--- src/rtl/wdog_pkg.sv ---
package wdog_pkg;

  localparam logic [7:0]  ADDR_RESTART = 8'h10;
  localparam logic [7:0]  ADDR_ACTION  = 8'h14;
  localparam logic [7:0]  ADDR_SETUP   = 8'h18;
  localparam logic [11:0] RESTART_KEY  = 12'hA57;
  localparam logic [1:0]  ACT_SYSRST   = 2'b01;
  localparam int          HALVES_W     = 6;

  typedef logic [HALVES_W-1:0] halves_t;

  // Interval length in half-second units for a 4-bit code.
  function automatic halves_t interval_halves(input logic [3:0] code);
    halves_t n;
    case (code)
      4'h0:                            n = halves_t'(1);
      4'h1, 4'h2, 4'h3, 4'h4, 4'h5, 4'h6: n = halves_t'({code, 1'b0});
      4'h7:                            n = halves_t'(16);
      4'h8:                            n = halves_t'(20);
      4'h9:                            n = halves_t'(24);
      4'hA:                            n = halves_t'(28);
      default:                         n = halves_t'(32);
    endcase
    return n;
  endfunction

  // Strobe bit plus key field make a valid restart word.
  function automatic logic restart_word_ok(input logic [31:0] d);
    return d[0] && (d[12:1] == RESTART_KEY);
  endfunction

endpackage

--- src/rtl/wdog_regs.sv ---
module wdog_regs
  import wdog_pkg::*;
(
  input  logic        clk,
  input  logic        rst_n,
  input  logic        wr,
  input  logic [7:0]  addr,
  input  logic [31:0] wdata,
  input  logic        expire,
  output logic [31:0] rdata,
  output logic        kick,
  output logic        setup_change,
  output logic        run,
  output logic [3:0]  code_next,
  output logic [1:0]  action,
  output logic        flag
);

  logic [31:0] action_q, setup_q;
  logic        flag_q;
  logic        setup_wr, action_wr;

  assign setup_wr  = wr && (addr == ADDR_SETUP);
  assign action_wr = wr && (addr == ADDR_ACTION);
  assign kick      = wr && (addr == ADDR_RESTART) && restart_word_ok(wdata);

  assign setup_change = setup_wr &&
                        ((wdata[0] != setup_q[0]) || (wdata[7:4] != setup_q[7:4]));
  assign code_next    = setup_wr ? wdata[7:4] : setup_q[7:4];

  always_ff @(posedge clk or negedge rst_n) begin
    if (!rst_n) begin
      action_q <= '0;
      setup_q  <= '0;
      flag_q   <= 1'b0;
    end else begin
      if (action_wr) action_q <= wdata;
      if (setup_wr)  setup_q  <= wdata;
      if (setup_wr)      flag_q <= 1'b0;
      else if (expire)   flag_q <= 1'b1;
    end
  end

  always_comb begin
    case (addr)
      ADDR_ACTION: rdata = action_q;
      ADDR_SETUP:  rdata = setup_q;
      default:     rdata = '0;
    endcase
  end

  assign run    = setup_q[0];
  assign action = action_q[1:0];
  assign flag   = flag_q;

endmodule

--- src/rtl/wdog_prescaler.sv ---
module wdog_prescaler #(
  parameter int HALF_SEC_CYCLES = 12_000_000
) (
  input  logic clk,
  input  logic rst_n,
  input  logic run,
  input  logic clear,
  output logic tick
);

  localparam int CW = (HALF_SEC_CYCLES > 1) ? $clog2(HALF_SEC_CYCLES) : 1;
  localparam logic [CW-1:0] LAST = CW'(HALF_SEC_CYCLES - 1);

  logic [CW-1:0] cnt_q;

  always_ff @(posedge clk or negedge rst_n) begin
    if (!rst_n)                      cnt_q <= '0;
    else if (clear || !run)          cnt_q <= '0;
    else if (cnt_q == LAST)          cnt_q <= '0;
    else                             cnt_q <= cnt_q + 1'b1;
  end

  assign tick = run && !clear && (cnt_q == LAST);

endmodule

--- src/rtl/wdog_downcount.sv ---
module wdog_downcount
  import wdog_pkg::*;
(
  input  logic    clk,
  input  logic    rst_n,
  input  logic    run,
  input  logic    tick,
  input  logic    reload,
  input  halves_t reload_val,
  output halves_t remain,
  output logic    expire
);

  halves_t remain_q;

  always_ff @(posedge clk or negedge rst_n) begin
    if (!rst_n)                                  remain_q <= '0;
    else if (reload)                             remain_q <= reload_val;
    else if (run && tick && (remain_q != '0))    remain_q <= remain_q - 1'b1;
  end

  assign expire = run && tick && !reload && (remain_q == halves_t'(1));
  assign remain = remain_q;

endmodule

--- src/rtl/wdog_pulse.sv ---
module wdog_pulse #(
  parameter int RST_PULSE_CYCLES = 16
) (
  input  logic clk,
  input  logic rst_n,
  input  logic fire,
  output logic active
);

  localparam int PW = $clog2(RST_PULSE_CYCLES + 1);

  logic [PW-1:0] left_q;

  always_ff @(posedge clk or negedge rst_n) begin
    if (!rst_n)              left_q <= '0;
    else if (fire)           left_q <= PW'(RST_PULSE_CYCLES);
    else if (left_q != '0)   left_q <= left_q - 1'b1;
  end

  assign active = (left_q != '0);

endmodule

--- src/rtl/wdog_keyed.sv ---
module wdog_keyed
  import wdog_pkg::*;
#(
  parameter int HALF_SEC_CYCLES  = 12_000_000,
  parameter int RST_PULSE_CYCLES = 16
) (
  input  logic        clk,
  input  logic        rst_n,
  input  logic        bus_wr,
  input  logic [7:0]  bus_addr,
  input  logic [31:0] bus_wdata,
  output logic [31:0] bus_rdata,
  output logic        sys_rst_o,
  output logic        timeout_flag_o
);

  // Named internal events, brought out for the checker.
  logic       kick_evt;
  logic       setup_change_evt;
  logic       reload_evt;
  logic       expire_evt;
  logic       half_tick;
  logic       run_en;
  logic       fire_evt;
  logic [3:0] code_next;
  logic [1:0] action_sel;
  halves_t    reload_halves;
  halves_t    remain_halves;

  wdog_regs regs_i (
    .clk          (clk),
    .rst_n        (rst_n),
    .wr           (bus_wr),
    .addr         (bus_addr),
    .wdata        (bus_wdata),
    .expire       (expire_evt),
    .rdata        (bus_rdata),
    .kick         (kick_evt),
    .setup_change (setup_change_evt),
    .run          (run_en),
    .code_next    (code_next),
    .action       (action_sel),
    .flag         (timeout_flag_o)
  );

  assign reload_evt    = kick_evt || setup_change_evt;
  assign reload_halves = interval_halves(code_next);

  wdog_prescaler #(.HALF_SEC_CYCLES(HALF_SEC_CYCLES)) pre_i (
    .clk   (clk),
    .rst_n (rst_n),
    .run   (run_en),
    .clear (reload_evt),
    .tick  (half_tick)
  );

  wdog_downcount cnt_i (
    .clk        (clk),
    .rst_n      (rst_n),
    .run        (run_en),
    .tick       (half_tick),
    .reload     (reload_evt),
    .reload_val (reload_halves),
    .remain     (remain_halves),
    .expire     (expire_evt)
  );

  assign fire_evt = expire_evt && (action_sel == ACT_SYSRST);

  wdog_pulse #(.RST_PULSE_CYCLES(RST_PULSE_CYCLES)) pulse_i (
    .clk    (clk),
    .rst_n  (rst_n),
    .fire   (fire_evt),
    .active (sys_rst_o)
  );

endmodule

--- config.mk ---
export PLATFORM = sky130hd
export DESIGN_NAME = wdog_keyed
export DESIGN_NICKNAME = d
export VERILOG_FILES = /design/src/rtl/wdog_pkg.sv /design/src/rtl/wdog_regs.sv /design/src/rtl/wdog_prescaler.sv /design/src/rtl/wdog_downcount.sv /design/src/rtl/wdog_pulse.sv /design/src/rtl/wdog_keyed.sv
export SDC_FILE = /design/constraint.sdc
export NUM_CORES = 1
export LEC_CHECK = 0
export BUFFER_PORTS_ARGS = -buffer_cell sky130_fd_sc_hd__buf_4
export CAP_MARGIN = 20
export CORE_UTILIZATION = 53
export DETAILED_ROUTE_END_ITERATION = 7
export HOLD_SLACK_MARGIN = 0.05
export PLACE_DENSITY = 0.75
export SETUP_SLACK_MARGIN = 0.2
export SYNTH_ARGS = -nofsm -noshare
export SYNTH_HDL_FRONTEND = slang
export SYNTH_SLANG_ARGS = --single-unit
--- constraint.sdc ---
create_clock -name clk -period 2.9 [get_ports clk]
set_input_delay 0.29 -clock clk [delete_from_list [all_inputs] [get_ports clk]]
set_output_delay 0.29 -clock clk [all_outputs]
set_load 0.01 [all_outputs]
==> results of run 1 <==
[placed cells by master (no fill, tap or decap), drive strengths merged, types with 2 or more instances in the layout]
| cell | count |
|---|---|
| and2 | 4 |
| a22o | 32 |
| and3 | 4 |
| a21oi | 4 |
| nand2b | 10 |
| clkinv | 2 |
| a31oi | 2 |
| dfrtp | 100 |
| xnor2 | 15 |
| mux2i | 6 |
| nor3 | 6 |
| o21ai | 7 |
| buf | 89 |
| or4b | 3 |
| nor2 | 38 |
| ha | 5 |
| clkbuf | 9 |
| mux2 | 64 |
| nand4b | 3 |
| or2 | 2 |
| nand4 | 13 |
| nor4 | 9 |
| inv | 15 |
| or3 | 6 |
| o221ai | 2 |
| o21bai | 2 |
| a211oi | 2 |
| nor4b | 3 |
| nand2 | 20 |
| xor2 | 20 |
| nand3 | 8 |
| and4 | 3 |
[per-stage QoR]
stage / hold WS (ns) / utilization, % / instance area, µm² / total power, µW
6_report: 0.147 / 64.8 / 5960 / 2800
5_1_grt: 0.124 / 64.8 / 5960 / 2960
4_1_cts: 0.129 / 64.8 / 5960 / 2840
3_5_place_dp: 0.386 / 62.4 / 5740 / 1920
3_3_place_gp: 0.370 / 62.4 / 5740 / 1900
2_1_floorplan: -0.00559 / - / 5030 / 1770
[critical path, cell delays in order, from the launching register on]
cell and delay [ns]:
dfrtp_1 0.39, ha_1 0.33, and4_1 0.23, nand4_1 0.11
buf_4 0.19, nor4b_1 0.45, xor2_1 0.14, mux2_2 0.28
[power breakdown]
group | internal, µW | total (µW) | switching (µW)
Clock | 411 | 921 | 510
Combinational | 179 | 345 | 166
Sequential | 1480 | 1540 | 58.7
Total | 2070 | 2800 | 735
[area by class of cell]
type	count	share of cell area [%]
timing repair buffer	90	11.6
inverter	12	0.756
multi-input combinational	304	39.9
sequential	100	42.0
clock inverter	7	1.34
tap	111	2.33
clock buffer	9	2.08
[cells by family (layout without fill, tap and decap cells)]
| family | Yosys count | in the layout | share of synthesized area (%) |
|---|---|---|---|
| AO/OA/AOI/OAI | 56 | 56 | 8.93 |
| XOR/XNOR | 35 | 35 | 6.09 |
| adder cells (fa/ha/maj) | 5 | 5 | 1.24 |
| buffers and inverters | 38 | 118 | 3.21 |
| flip-flops | 100 | 100 | 49.7 |
| multiplexers | 70 | 70 | 15.6 |
| AND/OR/NAND/NOR | 138 | 138 | 15.2 |
[state kept, by name (all words and copies together), names as in the netlist]
name             count
pre_i.cnt_q         24
regs_i.action_q     32
regs_i.setup_q      32
regs_i.flag          1
cnt_i.remain         6
pulse_i.left_q       5
[worst max-delay path by stage]
stage / startpoint / end / slack [ns] / cells past startpoint
floorplan: bus_addr[1] / bus_rdata[0] / 0.76 / 4
global placement: bus_addr[1] / cnt_i.remain[5]$_DFFE_PN0P_ / 0.48 / 6
CTS: bus_addr[1] / bus_rdata[0] / 0.67 / 6
global route: pre_i.cnt_q[0]$_DFF_PN0_ / pulse_i.left_q[2]$_DFFE_PN0P_ / 0.55 / 7
finish: pre_i.cnt_q[0]$_DFF_PN0_ / cnt_i.remain[5]$_DFFE_PN0P_ / 0.68 / 7
detailed placement: bus_addr[1] / cnt_i.remain[5]$_DFFE_PN0P_ / 0.44 / 6
[metal layers]
| metal | vias up | GRT usage [%] | routed length (µm) |
|---|---|---|---|
| li1 | 1728 | - | - |
| met2 | 82 | 38.5 | 5130 |
| met3 | 5 | 6.39 | 532 |
| met4 | 0 | 7.01 | 79 |
| met1 | 1776 | 29.5 | 4740 |
| met5 | - | 0 | 0 |
==> qor.yml, run 1 <==
netlist_instances: 442
cts_buffers: 9
syn_area_um2: 5030
antenna_left: 0
cp-end-kind: "register"
dpl.hpwl_um: 7410
fin_skew_ns: 0.00623
via_count: 3591
start_util_pct: 54.7
io_buffers: 76
final_cells: 633
grt_max_degree: 53
synth_edf_count: 0
fin_crit_sh_pct: 76.5
clock_path_buffers: 2
dp_cells: 616
min_delay_path_depth: 2
yosys.area.top_type: "dfrtp_1"
period_minus_slack_ns: 2.22
worst_ep_arrival_time_ns: 2.48
reg2reg_to: "cnt_i.remain[5]$_DFFE_PN0P_"
regArea_um2: 2500
synth_top_area_share_pct: 49.7
grt_pass1_vias: 3694
die_x_um: 99.4
fillers: 745
postSynthAreaPerCell_um2: 11.4
slew_viol_final: 0
track_usage_pct: 23.1
setup_violations: 0
wirelength_um: 10500
p_leak_uw: 0.00280
fp.dieArea_um2: 9890
regToRegSetupSlack_ns: 0.68
htree_levels: 3
fmax_ghz: 0.451
clkLatencyLatePin_ns: 0.37
synth_fp_nets: 490
hold_violations: 0
io_pins: 77
clk_pin_slew_worst_paths_ns: 0.10
max-vdd-ir-drop_mv: 0.539
fin_nets: 565
wl_per_cell_um: 16.6
r2r_cells: 7
antenna_found_initial: 0
synth_ff_type: "dfrtp_1"
vias_per_cell: 5.67
coreArea_um2: 9200
holdPathEnd: "regs_i.setup_q[27]$_DFFE_PN0P_"
grt-ovfl-total: 0
drt_iter0_drc: 173
synth-async-reset-ratio_pct: 100
synthDistinctLibCells: 51
gp_congestion: 0.787
status: "finished clean"
fp.dieH_um: 99.4
path_max_fanout: 7
critical_path_class: "reg -> reg"
dp_slack_ns: 0.436
clockRootBuffer: "clkbuf_8"
yosys-top-cells-count: "dfrtp_1 (100), mux2_2 (63), nor2_1 (38)"
post_cts_buffers: 0
drc: 0
start_kind: "register"
critical_path_required_ns: 3.16
cts_sinks: 100
synth_warnings: 0
slew-limit-headroom_pct: 52.8
num_antenna_cells: 0
tightest_slew_ns: 0.708
drive_gt1_share_pct: 34.3
fin_ws_ns: 0.681
cts_tree: "built"
hp-class: "in -> reg"
first_pass_iters: 5
cts_resized: 0
yosys.cell_count.top_type: "dfrtp_1"
reg2reg_from: "pre_i.cnt_q[0]$_DFF_PN0_"
rsz0062_at_grt: "no"
grt_pass1_wl_um: 17700
syn_to_final_growth_pct: 18.4
ys_seq_area_share_pct: 49.7
hold_buffers: 1
holdCritStartpoint: "bus_wdata[27]"
fin_setup_tns_ns: 0
synth_area_leaders: "dfrtp_1 (50%), mux2_2 (14%), a22o_1 (5.6%), xor2_1 (3.5%), nor2_1 (2.8%)"
cap_violations: 0
power.density_nw_per_um2: 471
ys_seq_elements: 100
multiInputGateArea_um2: 2380
rows: 35
No activity file was read; power rests on OpenSTA's default activity.
==> inputs of run 2 (changes only) <==
--- a/config.mk
+++ b/config.mk
@@ -5,6 +5,7 @@
 export SDC_FILE = /design/constraint.sdc
 export NUM_CORES = 1
 export LEC_CHECK = 0
+export ABC_AREA = 1
 export BUFFER_PORTS_ARGS = -buffer_cell sky130_fd_sc_hd__buf_4
 export CAP_MARGIN = 20
 export CORE_UTILIZATION = 53
==> constraint.sdc (replaced) <==
create_clock -name clk -period 2.25 [get_ports clk]
set_input_delay 0.225 -clock clk [delete_from_list [all_inputs] [get_ports clk]]
set_output_delay 0.225 -clock clk [all_outputs]
set_load 0.01 [all_outputs]
==> qor.yml, run 2 <==
status: "finished clean"
first_pass_iters: 5  # unchanged
cts_sinks: 100  # unchanged
fp.dieH_um: 99.4  # about the same
fin_crit_sh_pct: 84.4  # +7.9 points
synth_top_area_share_pct: 49.7  # about the same
grt_pass1_wl_um: 19000  # +7.5%
worst_ep_arrival_time_ns: 2.15  # -0.33 ns
final_common_cell: "nand2_1"
gp_congestion: 0.866  # +10%
crit_chain: "ha_1 -> nand3_2 -> nor3_4 -> nand3_1 -> nor2_4 -> nand2_1 -> nor2_4 -> inv_1 -> nor3_1 -> nor3_1"
antenna_found_initial: 0  # unchanged
cp_slowest_stage_delay_ns: 0.38  # -0.07 ns
design_area_um2: 6060  # +1.8%
rsz0062_at_grt: "yes"
fillers: 751  # +0.81%
clk_pin_slew_worst_paths_ns: 0.11  # about the same
vias_per_cell: 5.20  # -8.3%
wirelength_um: 11300  # +7.5%
io_pins: 77  # unchanged
coreArea_um2: 9240  # +0.48%
syn_to_final_growth_pct: 20.5
htree_levels: 3  # unchanged
postSynthAreaPerCell_um2: 8.39  # -26%
drive_gt1_share_pct: 20.1  # -14 points
synth-async-reset-ratio_pct: 100  # unchanged
reg2reg_to: "pre_i.cnt_q[22]$_DFF_PN0_"
hp-class: "in -> reg"
min_delay_path_depth: 3  # +1
final_cell_mix: "nand2_1 (131), dfrtp_1 (100), buf_4 (96)"
antenna_left: 0  # unchanged
cts_tree: "built"
synth_edf_count: 0  # unchanged
ys_seq_elements: 100  # unchanged
crit_family: "simple AND/OR/NAND/NOR gates"
dp_cells: 796  # +29%
cap_violations: 0  # unchanged
cp-end-kind: "register"
critical_path_class: "reg -> reg"
place_area_um2: 5780  # +0.68%
reg_top3: "regs_i.action_q: 32 flops, regs_i.setup_q: 32 flops, pre_i.cnt_q: 24 flops"
slew-limit-headroom_pct: 65.0  # +12 points
grt-ovfl-total: 0  # unchanged
regToRegSetupSlack_ns: 0.35  # -0.33 ns
synth_fp_nets: 648  # +32%
clockRootBuffer: "clkbuf_8"
yosys.area.top_type: "dfrtp_1"
max-vdd-ir-drop_mv: 0.380  # -30%
via_count: 4278  # +19%
fin_nets: 736  # +30%
cp.buffers_inverters: 1  # unchanged
cts_buffers: 9  # unchanged
final_cells: 822  # +30%
fin_skew_ns: 0.00778  # +0.00155 ns
critical_path.slowest_cell: "dfrtp_1"
start_kind: "register"
synthDistinctLibCells: 45  # -12%
clock_path_buffers: 2  # unchanged
p_leak_uw: 0.00289  # +3.2%
track_usage_pct: 24.3  # +1.2 points
hold_violations: 0  # unchanged
hold_ws_ns: 0.0873  # -0.0602 ns
wl_per_cell_um: 13.7  # -17%
critical_path_required_ns: 2.50  # -0.66 ns
r2r_cells: 10  # +3
synth_ff_type: "dfrtp_1"
slew_viol_final: 0  # unchanged
grt_max_degree: 49  # -7.5%
holdCritStartpoint: "bus_wdata[2]"
ys_seq_area_share_pct: 49.7  # about the same
power.density_nw_per_um2: 541  # +15%
fp.dieArea_um2: 9890  # about the same
fin_ws_ns: 0.350  # -0.331 ns
die_x_um: 99.4  # about the same
num_antenna_cells: 0  # unchanged
rows: 35  # unchanged
drt_iter0_drc: 180  # +4.0%
syn_area_um2: 5030  # about the same
yosys.cell_count.top_type: "nand2_1"
start_util_pct: 54.5  # -0.25 points
grt_pass1_vias: 4124  # +12%
tightest_slew_ns: 0.525  # -0.183 ns
path_max_fanout: 6  # -1
setup_violations: 0  # unchanged
period_minus_slack_ns: 1.90  # -0.319 ns
dp_slack_ns: 0.155  # -0.281 ns
reg2reg_from: "pre_i.cnt_q[0]$_DFF_PN0_"
drc: 0  # unchanged
fin_setup_tns_ns: 0  # unchanged
cp-startpoint: "pre_i.cnt_q[0]$_DFF_PN0_"
holdPathEnd: "regs_i.setup_q[2]$_DFFE_PN0P_"
netlist_instances: 600  # +36%
synth_area_leaders: "dfrtp_1 (50%), nand2_1 (9.8%), o21ai_0 (7.5%), inv_1 (6.2%), a32o_1 (3.6%)"
fmax_ghz: 0.526  # +17%
dpl.hpwl_um: 7840  # +5.8%
io_buffers: 76  # unchanged
synth_warnings: 0  # unchanged
clkLatencyLatePin_ns: 0.37  # about the same
yosys-top-cells-count: "nand2_1 (131), dfrtp_1 (100), inv_1 (83)"
==> run 2: cells by family (layout without fill, tap and decap cells) <==
family | after synthesis | after routing | synth area share (%)
mux | 4 | 4 | 0.870
simple gates | 239 | 239 | 21.3
flops | 100 | 100 | 49.7
fa+ha+maj | 5 | 5 | 1.24
compound gates | 127 | 127 | 15.5
xor+xnor | 18 | 18 | 3.13
buf+inv | 107 | 200 | 8.25
==> run 2: timing repair <==
action,in CTS,in global routing
endpoints found under the setup margin,8,22
hold buffers,1,0
gates resized for setup,1,4
pin swaps,1,3
buffers inserted,1,8
endpoints found under the hold margin,38,0
==> run 2: worst max-delay path by stage <==
stage | endpoint | cells past startpoint | slack (ns)
final | pre_i.cnt_q[22]$_DFF_PN0_ | 10 | 0.35
after global routing | pre_i.cnt_q[22]$_DFF_PN0_ | 10 | 0.15
after CTS | pre_i.cnt_q[22]$_DFF_PN0_ | 10 | 0.22
after detailed placement | pre_i.cnt_q[22]$_DFF_PN0_ | 10 | 0.15
after global placement | pre_i.cnt_q[22]$_DFF_PN0_ | 10 | 0.19
after floorplan | cnt_i.remain[4]$_DFFE_PN0P_ | 8 | 0.41
==> run 2: final cells by class <==
class,instances,area (µm²),area share (%)
clock buffer,10,128,2.10
clock inverter,6,55.1,0.908
inverter,86,323,5.32
multi-input combinational,393,2140,35.4
sequential,100,2500,41.3
tap,129,161,2.66
timing repair buffer,98,751,12.4
==> run 2: where the power goes <==
group          switching (µW)  leakage (µW)  internal (µW)
combinational             160       0.00146            118
clock                     678     0.0000869            425
sequential               38.9       0.00134           1860
total                     878       0.00289           2400
==> run 2: metal layers <==
| layer | wire, µm | share of wire, % | vias up | global-route usage (%) |
|---|---|---|---|---|
| li1 | - | - | 2135 | - |
| met1 | 5090 | 45 | 2005 | 31.6 |
| met2 | 5370 | 48 | 123 | 39.9 |
| met4 | 164 | 1.5 | 0 | 7.81 |
| met5 | 0 | 0 | - | 0 |
| met3 | 639 | 5.7 | 15 | 6.18 |
==> run 2: stage by stage <==
step	power, µW	utilization [%]
CTS	3310	64.8
global placement	2200	62.6
floorplan	2060	-
global route	3420	65.6
detailed placement	2210	62.6
finish	3280	65.6
==> run 2: worst min-delay path: cells and delay by family <==
family | cells | cell delay, ns
AO/OA/AOI/OAI | 1 | 0.07
buffers and inverters | 1 | 0.09
AND/OR/NAND/NOR | 1 | 0.04
==> inputs of run 3 (changes only) <==
--- a/config.mk
+++ b/config.mk
@@ -5,13 +5,13 @@
 export SDC_FILE = /design/constraint.sdc
 export NUM_CORES = 1
 export LEC_CHECK = 0
-export ABC_AREA = 1
+export ABC_AREA = 0
 export BUFFER_PORTS_ARGS = -buffer_cell sky130_fd_sc_hd__buf_4
 export CAP_MARGIN = 20
-export CORE_UTILIZATION = 53
+export CORE_UTILIZATION = 51
 export DETAILED_ROUTE_END_ITERATION = 7
 export HOLD_SLACK_MARGIN = 0.05
-export PLACE_DENSITY = 0.75
+export PLACE_DENSITY = 0.76
 export SETUP_SLACK_MARGIN = 0.2
 export SYNTH_ARGS = -nofsm -noshare
 export SYNTH_HDL_FRONTEND = slang
==> constraint.sdc (replaced) <==
create_clock -name clk -period 1.7 [get_ports clk]
set_input_delay 0.17 -clock clk [delete_from_list [all_inputs] [get_ports clk]]
set_output_delay 0.17 -clock clk [all_outputs]
set_load 0.01 [all_outputs]
==> qor.yml, run 3 (synthesis gave the netlist of run 1 again) <==
fmax_ghz: 0.488
critical_path_class: "in -> out"
fp.dieArea_um2: 10300  # +3.8%
die_x_um: 101  # +1.9%
worst_ep_arrival_time_ns: 1.88  # -0.27 ns
antenna_found_initial: 0  # unchanged
cp_slowest_stage_delay_ns: 0.55  # +0.17 ns
critical_path.slowest_cell: "or4b_4"
p_leak_uw: 0.00368  # +28%
fin_ws_ns: -0.350  # -0.701 ns
grt_max_degree: 42  # -14%
place_area_um2: 6310  # +9.2%
tightest_slew_ns: 0.580  # +0.0552 ns
power.density_nw_per_um2: 687  # +27%
io_buffers: 76  # unchanged
critical_path_required_ns: 1.53  # -0.97 ns
clockRootBuffer: "clkbuf_8"
final_common_cell: "buf_4"
drive_gt1_share_pct: 47.6  # +28 points
clkLatencyLatePin_ns: 0.38  # about the same
p_seq_share_pct: 50.9  # -7.0 points
reg2reg_from: "pre_i.cnt_q[14]$_DFF_PN0_"
violations: "setup timing"
dp_slack_ns: -0.399  # -0.554 ns
min_delay_path_depth: 2  # -1
p_total_uw: 5210  # +59%
slew-limit-headroom_pct: 61.3  # -3.7 points
drc: 0  # unchanged
clock_path_buffers: 2  # unchanged
via_count: 4594  # +7.4%
fin_nets: 680  # -7.6%
hp-class: "in -> reg"
crit_chain: "buf_6 -> or4b_4 -> buf_6 -> nor4_4 -> buf_6 -> clkbuf_16 -> a22o_1 -> buf_4"
first_pass_iters: 4  # -1
num_antenna_cells: 0  # unchanged
cts_tree: "built"
r2r_cells: 6  # -4
start_kind: "primary input"
grt_pass1_wl_um: 23800  # +25%
max-vdd-ir-drop_mv: 0.490  # +29%
regToRegSetupSlack_ns: -0.26  # -0.61 ns
reg2reg_to: "pulse_i.left_q[2]$_DFFE_PN0P_"
fp.dieH_um: 101  # +1.9%
antenna_left: 0  # unchanged
rows: 35  # unchanged
status: "finished with violations"
hold_violations: 0  # unchanged
dp_cells: 696  # -13%
final_cells: 766  # -6.8%
intPower_uw: 3660  # +52%
vias_per_cell: 6.00  # +15%
path_max_fanout: 6  # unchanged
combPwrFrac_pct: 19.7  # +11 points
period_minus_slack_ns: 2.05
fin_crit_sh_pct: 121
holdPathEnd: "regs_i.action_q[10]$_DFFE_PN0P_"
setup_violations: 118  # +118
drt_iter0_drc: 265  # +47%
start_util_pct: 53.4  # -1.0 points
cap_violations: 0  # unchanged
track_usage_pct: 31.2  # +6.9 points
grt_pass1_vias: 4624  # +12%
cts_buffers: 9  # unchanged
hold_ws_ns: 0.0574  # -0.0299 ns
cts_sinks: 100  # unchanged
power_frac_clock_pct: 29.4  # -4.2 points
syn_to_final_growth_pct: 50.7
cp-end-kind: "output port"
rsz0062_at_grt: "yes"
slew_viol_final: 0  # unchanged
dpl.hpwl_um: 8560  # +9.3%
final_cell_mix: "buf_4 (143), dfrtp_1 (100), nor2_1 (34)"
holdCritStartpoint: "bus_wdata[10]"
p_sw_uw: 1540  # +76%
crit_top_cell: "buf_6"
gp_congestion: 0.818  # -5.5%
clk_pin_slew_worst_paths_ns: 0.11  # about the same
htree_levels: 3  # unchanged
wirelength_um: 17300  # +54%
io_pins: 77  # unchanged
design_area_um2: 7580  # +25%
fin_skew_ns: 0.0130  # +0.00523 ns
wl_per_cell_um: 22.6  # +65%
grt-ovfl-total: 0  # unchanged
p_sw_share_pct: 29.7  # +2.9 points
reg_top3: "regs_i.action_q: 32 flops, regs_i.setup_q: 32 flops, pre_i.cnt_q: 24 flops"
coreArea_um2: 9420  # +1.9%
run 3: cell types whose count changed in the layout (fill, tap and decap cells not counted), moves of 20 or more:
cell	previous run	this run
a22o_1	0	27
inv_1	82	9
o21ai_0	75	3
buf_4	96	143
dlygate4sd3_1	1	24
mux2_2	3	32
mux2_4	0	32
nand2_1	131	17
buf_6	0	20
run 3: area by class of cell:
type	count	area, µm²
Clock inverter	7	60.1
Multi-Input combinational cell	304	2730
Sequential cell	100	2500
Clock buffer	9	124
Tap cell	129	161
Inverter	12	45.0
Fill cell	493	1830
Timing Repair Buffer	205	1960
run 3: per-layer routing:
layer / GRT usage, % / routed length, µm
met1: 35.3 / 6450
met2: 55.6 / 9110
met3: 7.73 / 1030
met4: 14.2 / 706
met5: 0 / 0
run 3: worst max-delay path by stage:
| stage | from | end | slack [ns] | cells past startpoint |
|---|---|---|---|---|
| final | bus_addr[5] | bus_rdata[18] | -0.35 | 8 |
| after global routing | bus_addr[5] | bus_rdata[18] | -0.39 | 8 |
| after CTS | pre_i.cnt_q[14]$_DFF_PN0_ | cnt_i.remain[5]$_DFFE_PN0P_ | -0.27 | 6 |
| after detailed placement | bus_addr[3] | pulse_i.left_q[2]$_DFFE_PN0P_ | -0.40 | 8 |
| after global placement | bus_addr[3] | pulse_i.left_q[4]$_DFFE_PN0P_ | -0.37 | 8 |
| after floorplan | bus_addr[5] | cnt_i.remain[5]$_DFFE_PN0P_ | -0.32 | 6 |
run 3: critical path, delay by kind of cell:
| kind | cells | cell delay [ns] |
|---|---|---|
| AND/OR/NAND/NOR | 2 | 0.78 |
| buffers and inverters | 5 | 0.76 |
| AO/OA/AOI/OAI | 1 | 0.15 |
run 3: what timing repair did:
item | in CTS | in global routing
setup endpoints to repair | 130 | 120
resized for setup | 73 | 34
gates cloned | 5 | 4
hold endpoints to repair | 81 | 0
hold buffers | 24 | 0
setup buffers | 12 | 9
pin swaps | 6 | 13
run 3: through the flow:
step | setup TNS, ns | utilization [%]
after global routing | -28.13 | 80.5
after global placement | -38.31 | 67.0
after floorplan | -14.82 | -
final | -21.58 | 80.5
after CTS | -11.75 | 77.1
after detailed placement | -41.08 | 67.0
run 3: power groups by stage:
stage,clock network [µW],registers (µW),logic [µW]
5_1_grt,1610,2660,1120
2_1_floorplan,0,2640,403
4_1_cts,1490,2620,931
6_report,1530,2650,1030
3_3_place_gp,0,2650,654
3_5_place_dp,0,2660,688
